<file path="config.mk">
export PLATFORM = sky130hd
export DESIGN_NAME = i2c_reg_slave
export DESIGN_NICKNAME = d
export VERILOG_FILES = /design/src/rtl/i2cs_pkg.sv /design/src/rtl/i2cs_glitch_filter.sv /design/src/rtl/i2cs_bus_events.sv /design/src/rtl/i2cs_engine.sv /design/src/rtl/i2c_reg_slave.sv
export SDC_FILE = /design/constraint.sdc
export NUM_CORES = 1
export LEC_CHECK = 0
export BUFFER_PORTS_ARGS = -buffer_cell sky130_fd_sc_hd__buf_2
export CORE_MARGIN = 8
export CORE_UTILIZATION = 58
export CTS_CLUSTER_DIAMETER = 30
export DETAILED_ROUTE_END_ITERATION = 8
export GPL_TIMING_DRIVEN = 0
export HOLD_SLACK_MARGIN = 0.02
export PLACE_DENSITY = 0.9
export SLEW_MARGIN = 20
export SYNTH_ARGS = -nofsm -noshare
export SYNTH_HDL_FRONTEND = slang
export SYNTH_SLANG_ARGS = --single-unit
</file>
<file path="constraint.sdc">
create_clock -name clk -period 2.2 [get_ports clk]
set_input_delay 0.33 -clock clk [delete_from_list [all_inputs] [get_ports clk]]
set_output_delay 0.33 -clock clk [all_outputs]
set_load 0.005 [all_outputs]
</file>
<file path="src/rtl/i2cs_pkg.sv">
package i2cs_pkg;

  typedef enum logic [2:0] {
    ST_IDLE,
    ST_ADDR,
    ST_PTR,
    ST_WDATA,
    ST_RDATA,
    ST_IGNORE
  } slv_state_e;

  // Device address sits in the upper seven bits; bit 0 is the direction.
  function automatic logic addr_hit(input logic [7:0] rx, input logic [6:0] dev);
    return rx[7:1] == dev;
  endfunction

endpackage

</file>
<file path="src/rtl/i2cs_glitch_filter.sv">
module i2cs_glitch_filter #(
  parameter int   STABLE_CYCLES = 14,
  parameter logic RESET_LEVEL   = 1'b1
) (
  input  logic clk,
  input  logic rst_n,
  input  logic pin_i,
  output logic level_o
);
  localparam int CW = $clog2(STABLE_CYCLES + 1);
  localparam logic [CW-1:0] LAST = CW'(STABLE_CYCLES - 1);

  logic [1:0]    sync_q;
  logic [CW-1:0] run_q;
  logic          level_q;

  always_ff @(posedge clk) begin
    if (!rst_n) begin
      sync_q  <= {2{RESET_LEVEL}};
      run_q   <= '0;
      level_q <= RESET_LEVEL;
    end else begin
      sync_q <= {sync_q[0], pin_i};
      if (sync_q[1] == level_q) begin
        run_q <= '0;
      end else if (run_q == LAST) begin
        level_q <= sync_q[1];
        run_q   <= '0;
      end else begin
        run_q <= run_q + 1'b1;
      end
    end
  end

  assign level_o = level_q;

  // the filtered level only ever moves toward what the synchronizer holds
  p_filter_follow_r2: assert property (@(posedge clk) disable iff (!rst_n)
    (level_q != $past(level_q)) |-> ($past(sync_q[1]) == level_q));

endmodule

</file>
<file path="src/rtl/i2cs_bus_events.sv">
module i2cs_bus_events (
  input  logic clk,
  input  logic rst_n,
  input  logic scl_f,
  input  logic sda_f,
  output logic scl_rise,
  output logic scl_fall,
  output logic start_ev,
  output logic stop_ev
);
  logic scl_q, sda_q;

  always_ff @(posedge clk) begin
    if (!rst_n) begin
      scl_q <= 1'b1;
      sda_q <= 1'b1;
    end else begin
      scl_q <= scl_f;
      sda_q <= sda_f;
    end
  end

  assign scl_rise = scl_f & ~scl_q;
  assign scl_fall = ~scl_f & scl_q;
  assign start_ev = scl_f & scl_q & sda_q & ~sda_f;
  assign stop_ev  = scl_f & scl_q & ~sda_q & sda_f;

endmodule

</file>
<file path="src/rtl/i2cs_engine.sv">
module i2cs_engine
  import i2cs_pkg::*;
#(
  parameter logic [6:0] DEV_ADDR = 7'h3A,
  parameter int         PTR_W    = 8
) (
  input  logic             clk,
  input  logic             rst_n,
  input  logic             scl_f,
  input  logic             sda_f,
  input  logic             scl_rise,
  input  logic             scl_fall,
  input  logic             start_ev,
  input  logic             stop_ev,
  output logic             sda_pull,
  output logic [PTR_W-1:0] reg_addr,
  output logic [7:0]       reg_wdata,
  output logic             reg_we,
  output logic             reg_re,
  input  logic [7:0]       reg_rdata
);
  localparam logic [3:0] ACK_POS = 4'd8;
  localparam logic [3:0] END_POS = 4'd9;

  function automatic logic [PTR_W-1:0] ptr_next(input logic [PTR_W-1:0] p);
    return p + PTR_W'(1);
  endfunction

  slv_state_e       state_q;
  logic [3:0]       bit_q;
  logic [7:0]       shift_q, tx_q, wdata_q;
  logic [PTR_W-1:0] ptr_q;
  logic             pull_q, rw_q, mack_q, we_q, re_q, re_d;

  // Named bus events inside a byte slot
  logic active_w, bit_rx_w, ack_sample_w, byte_done_w, slot_end_w;
  assign active_w     = (state_q != ST_IDLE) && (state_q != ST_IGNORE);
  assign bit_rx_w     = active_w && scl_rise && (bit_q < ACK_POS);
  assign ack_sample_w = active_w && scl_rise && (bit_q == ACK_POS);
  assign byte_done_w  = active_w && scl_fall && (bit_q == ACK_POS);
  assign slot_end_w   = active_w && scl_fall && (bit_q == END_POS);

  always_ff @(posedge clk) begin
    if (!rst_n) begin
      state_q <= ST_IDLE;
      bit_q   <= '0;
      shift_q <= '0;
      tx_q    <= '0;
      wdata_q <= '0;
      ptr_q   <= '0;
      pull_q  <= 1'b0;
      rw_q    <= 1'b0;
      mack_q  <= 1'b0;
      we_q    <= 1'b0;
      re_q    <= 1'b0;
      re_d    <= 1'b0;
    end else begin
      we_q <= 1'b0;
      re_q <= 1'b0;
      re_d <= re_q;
      if (re_d) tx_q <= reg_rdata;
      if (we_q || re_q) ptr_q <= ptr_next(ptr_q);

      if (stop_ev) begin
        state_q <= ST_IDLE;
        pull_q  <= 1'b0;
        bit_q   <= '0;
      end else if (start_ev) begin
        state_q <= ST_ADDR;
        pull_q  <= 1'b0;
        bit_q   <= '0;
      end else if (active_w) begin
        if (scl_rise) begin
          if (bit_rx_w) shift_q <= {shift_q[6:0], sda_f};
          if (ack_sample_w) begin
            mack_q <= ~sda_f;
            if (state_q == ST_RDATA && !sda_f) re_q <= 1'b1;
          end
          if (bit_q != END_POS) bit_q <= bit_q + 4'd1;
        end
        if (byte_done_w) begin
          unique case (state_q)
            ST_ADDR: begin
              if (addr_hit(shift_q, DEV_ADDR)) begin
                pull_q <= 1'b1;
                rw_q   <= shift_q[0];
                if (shift_q[0]) re_q <= 1'b1;
              end else begin
                state_q <= ST_IGNORE;
              end
            end
            ST_PTR: begin
              pull_q <= 1'b1;
              ptr_q  <= shift_q[PTR_W-1:0];
            end
            ST_WDATA: begin
              pull_q  <= 1'b1;
              we_q    <= 1'b1;
              wdata_q <= shift_q;
            end
            default: pull_q <= 1'b0;
          endcase
        end else if (slot_end_w) begin
          bit_q <= '0;
          unique case (state_q)
            ST_ADDR: begin
              if (rw_q) begin
                state_q <= ST_RDATA;
                pull_q  <= ~tx_q[7];
                tx_q    <= {tx_q[6:0], 1'b0};
              end else begin
                state_q <= ST_PTR;
                pull_q  <= 1'b0;
              end
            end
            ST_PTR: begin
              state_q <= ST_WDATA;
              pull_q  <= 1'b0;
            end
            ST_RDATA: begin
              if (mack_q) begin
                pull_q <= ~tx_q[7];
                tx_q   <= {tx_q[6:0], 1'b0};
              end else begin
                state_q <= ST_IGNORE;
                pull_q  <= 1'b0;
              end
            end
            default: pull_q <= 1'b0;
          endcase
        end else if (scl_fall && state_q == ST_RDATA) begin
          pull_q <= ~tx_q[7];
          tx_q   <= {tx_q[6:0], 1'b0};
        end
      end
    end
  end

  assign sda_pull  = pull_q;
  assign reg_addr  = ptr_q;
  assign reg_wdata = wdata_q;
  assign reg_we    = we_q;
  assign reg_re    = re_q;

  // the drive on SDA moves only while SCL is low, START/STOP releases aside
  p_pull_scl_low_r3: assert property (@(posedge clk) disable iff (!rst_n)
    ((sda_pull != $past(sda_pull)) && !$past(start_ev || stop_ev)) |-> !scl_f);

  // a write strobe is followed by a one-step pointer advance
  p_we_advance_r6: assert property (@(posedge clk) disable iff (!rst_n)
    reg_we |=> (reg_addr == ptr_next($past(reg_addr))));

  // a read strobe is followed by a one-step pointer advance
  p_re_advance_r7: assert property (@(posedge clk) disable iff (!rst_n)
    reg_re |=> (reg_addr == ptr_next($past(reg_addr))));

  // the register port never sees both strobes together
  p_one_strobe_r6: assert property (@(posedge clk) disable iff (!rst_n)
    $onehot0({reg_we, reg_re}));

  // a STOP leaves the line released and the engine idle
  p_stop_release_r4: assert property (@(posedge clk) disable iff (!rst_n)
    stop_ev |=> (!sda_pull && state_q == ST_IDLE));

  // an ignored transfer neither drives SDA nor writes
  p_ignore_quiet_r5: assert property (@(posedge clk) disable iff (!rst_n)
    (state_q == ST_IGNORE) |-> (!sda_pull && !reg_we && !reg_re));

endmodule

</file>
<file path="src/rtl/i2c_reg_slave.sv">
module i2c_reg_slave #(
  parameter logic [6:0] DEV_ADDR    = 7'h3A,
  parameter int         FILT_CYCLES = 14,
  parameter int         PTR_W       = 8
) (
  input  logic             clk,
  input  logic             rst_n,
  input  logic             scl_i,
  input  logic             sda_i,
  output logic             sda_oe,
  output logic [PTR_W-1:0] reg_addr,
  output logic [7:0]       reg_wdata,
  output logic             reg_we,
  output logic             reg_re,
  input  logic [7:0]       reg_rdata
);
  localparam int LINES = 2;

  logic [LINES-1:0] raw_w, filt_w;
  logic scl_f, sda_f, scl_rise, scl_fall, start_ev, stop_ev;

  assign raw_w = {scl_i, sda_i};

  for (genvar g = 0; g < LINES; g++) begin : g_filt
    i2cs_glitch_filter #(
      .STABLE_CYCLES(FILT_CYCLES),
      .RESET_LEVEL  (1'b1)
    ) u_filt (
      .clk    (clk),
      .rst_n  (rst_n),
      .pin_i  (raw_w[g]),
      .level_o(filt_w[g])
    );
  end

  assign scl_f = filt_w[1];
  assign sda_f = filt_w[0];

  i2cs_bus_events u_events (
    .clk     (clk),
    .rst_n   (rst_n),
    .scl_f   (scl_f),
    .sda_f   (sda_f),
    .scl_rise(scl_rise),
    .scl_fall(scl_fall),
    .start_ev(start_ev),
    .stop_ev (stop_ev)
  );

  i2cs_engine #(
    .DEV_ADDR(DEV_ADDR),
    .PTR_W   (PTR_W)
  ) u_engine (
    .clk      (clk),
    .rst_n    (rst_n),
    .scl_f    (scl_f),
    .sda_f    (sda_f),
    .scl_rise (scl_rise),
    .scl_fall (scl_fall),
    .start_ev (start_ev),
    .stop_ev  (stop_ev),
    .sda_pull (sda_oe),
    .reg_addr (reg_addr),
    .reg_wdata(reg_wdata),
    .reg_we   (reg_we),
    .reg_re   (reg_re),
    .reg_rdata(reg_rdata)
  );

  // the output enable is never unknown once out of reset
  p_oe_known_r1: assert property (@(posedge clk) disable iff (!rst_n)
    !$isunknown(sda_oe));

endmodule

</file>
==> results.md <==
- Leading area contributor after synthesis: dfxtp_1
- Syn-to-layout area delta: 16.0%
- First-pass GRT wire length: 10600 µm
- Hold-fix buffers, CTS: 0
- Maxcap violations: 0
- Htree depth: 3
- Mapped Area: 2790 µm²
- Final wirelength: 6170 µm
- CP arrival: 2.31 ns
- Vias post-DR: 2358
- Worst Skew: 0.00834 ns
- Top post-synthesis cells by area: dfxtp_1 (44%), mux2i_1 (10%), nor2_1 (7.4%)
- Core Rows: 25
- Fin util: 68.9%
- Combinational power share: 1.7%
- Count leader, synth: dfxtp_1
- Internal Power: 1.82 mW
- Final Slew Violations: 0
- Max_slew headroom: 42.6%
- Post-synth net total: 321
- Post-DR wirelength/cell: 15.4 µm
- Post-Layout Cell Count: 400
- Synthesized instance count: 301
- Post-synth EDFFs: 0
- Worst-path clk slew: 0.07 ns
- TritonCTS clock tree: built
- Total GRT Usage: 18.1%
- CP Launch Point: u_engine.bit_q[2]
- Final Cycle Share: 94.9%
- Die W: 85.3 µm
- Reg-to-reg slack, setup: 0.11 ns
- # setup viols final: 0
- Sw power: 443 µW
- Clock Tree Buf Depth: 2
- DRT iter0 DRCs: 150
- Post-DRT Antenna Nets: 0
- Global route overflow: 0
- Worst Setup Start Kind: register
- Measured slew at the worst slew-check pin: 0.853 ns
- Sum Neg Setup Slack: 0 ns
- CP max stage delay: 0.39 ns
- Status: finished clean
- Synth Register Bits: 61
- Sw frac: 19.6%
- Clock Power Share: 49.2%
- Vias in the first global route: 2259
- RSZ-0062 raised after global routing: no
- R2R depth: 6
- Reg-to-Reg Start: u_engine.bit_q[2]
- Syn_area_per_cell: 9.27 µm²
- Peak Freq: 479 MHz
- Root Driver: clkbuf_8
- Fin. Hold Viols: 0
- Critical Path RT: 2.42 ns
- Hold path startpoint: sda_i
- Antenna cells: 0
- IO Pins: 31
- Share of the synthesized area in the top cell type: 43.8%
- Clk Latency, worst-skew pair: 0.34 ns
- Buffers and inverters on the worst path: 1
- Maximum vdd ir drop: 588 µV
- Post-synth cell types: 50
- CORE AREA: 4690 µm²
- Post-CTS sizing: 0
- Placed cells: 385
- DR pass1 iterations: 4
- Crit path time final: 2.09 ns
- Buffers added on ports: 30
- Clk sinks: 61
- Initial antenna violation count: 0
- CP delay by family, top: compound AO/OA/AOI/OAI gates
- Hold WC Path Type: in2reg
- Nets: 362
- Critical Path Stages: 6
- CP max FO: 10
- WS Path Type: reg2reg
- CP cell instances: and4bb_4 > and2_1 > a31oi_1 > a211o_1 > buf_2 > a211oi_1
- Async set-reset flop share out of synthesis: 0%
- LEAKAGE: 1.38 nW
- Vias/cell: 5.90
- Initial core utilization: 59.4%
- Num CTS Buffers: 9
- Ys Warns: 0
- Largest net degree at the start of global routing: 11
- DP HPWL: 4370 µm
- Worst setup EP type: register
- Cell depth of the worst hold path: 2
- Die Span Y: 85.3 µm
- Gpl congestion: 0.861
- Cell at the slowest stage of the critical path: and4bb_4
- Pwr dens: 699 nW/µm²
- DRC viols: 0
- Prevailing post-synth register cell: dfxtp_1
- Die area: 7280 µm²
- Register area share after synthesis: 43.8%
- Postcts setup bufs: 0
- Layout cells sized above 1: 18.2%
- Sequential power share: 49.1%
- Synth cell count leaders: dfxtp_1 (61), nor2_1 (55), mux2i_1 (29)
==> cells by family after synthesis <==
group | count (synthesis) | share of synthesized area [%]
fa+ha+maj | 8 | 3.59
buf+inv | 25 | 3.86
compound gates | 44 | 11.8
mux | 32 | 11.6
simple gates | 115 | 20.4
xor+xnor | 16 | 5.02
flops | 61 | 43.8
==> metrics by stage <==
stage	power [mW]	area, µm²	worst slack (ns)	hold WS (ns)
after floorplan	1.16	2790	0.350	0.386
after global placement	1.17	3010	0.171	0.388
after detailed placement	1.17	3010	0.186	0.407
after CTS	2.28	3230	0.137	0.158
after global routing	2.34	3230	0.0251	0.156
final	2.26	3230	0.113	0.173
==> layout make-up <==
class / count / area (µm²)
sequential: 61 / 1220
multi-input combinational: 215 / 1460
clock inverter: 3 / 68.8
buffer: 16 / 75.1
timing repair buffer: 30 / 150
tap: 54 / 67.6
inverter: 9 / 33.8
fill: 342 / 1460
clock buffer: 12 / 155
==> routing by layer <==
metal / up-vias / global-route usage [%] / routed length, µm
met4: 0 / 7.48 / 164
met3: 20 / 6.56 / 368
li1: 1140 / - / -
met5: - / 0 / 0
met1: 1106 / 21.1 / 2630
met2: 92 / 29.3 / 3010
==> power groups by stage <==
stage                     registers, mW  logic [mW]  clock network [mW]
after floorplan                    1.14      0.0198                   0
after global placement             1.14      0.0360                   0
after detailed placement           1.14      0.0369                   0
after CTS                          1.11      0.0376                1.13
after global routing               1.11      0.0420                1.18
final                              1.11      0.0377                1.11
==> sequential cells by signal, indices dropped and copies added (netlist names), 2 cells and up <==
register,count
g_filt.u_filt.level_o,2
u_engine.reg_wdata,8
u_engine.shift_q,8
u_engine.bit_q,4
u_engine.reg_addr,8
g_filt.u_filt.sync_q,4
u_engine.tx_q,8
g_filt.u_filt.run_q,8
u_engine.state_q,3
==> final timing paths <==
kind / endpoint
min: g_filt[0].u_filt.sync_q[0]
max: u_engine.tx_q[2]
max reg2reg: u_engine.tx_q[2]
min reg2reg: g_filt[0].u_filt.sync_q[1]
==> layout by cell type (no fill, tap or decap), types with 3 or more instances in the layout <==
master     instances
nand2b_1           7
xor2_1             9
o2111ai_1          3
nand4_1            3
dfxtp_1           61
clkbuf_8          11
a211oi_1          12
o21ai_0            5
and2_1             4
nor2_1            55
xnor2_1            7
buf_2             35
nand3_1           15
inv_1              9
ha_1               8
mux2_2             3
nor3_1             3
clkbuf_1           8
mux2i_1           29
a21oi_1            6
nand2_1           14
Note: power is estimated with default switching activity, not from simulation.
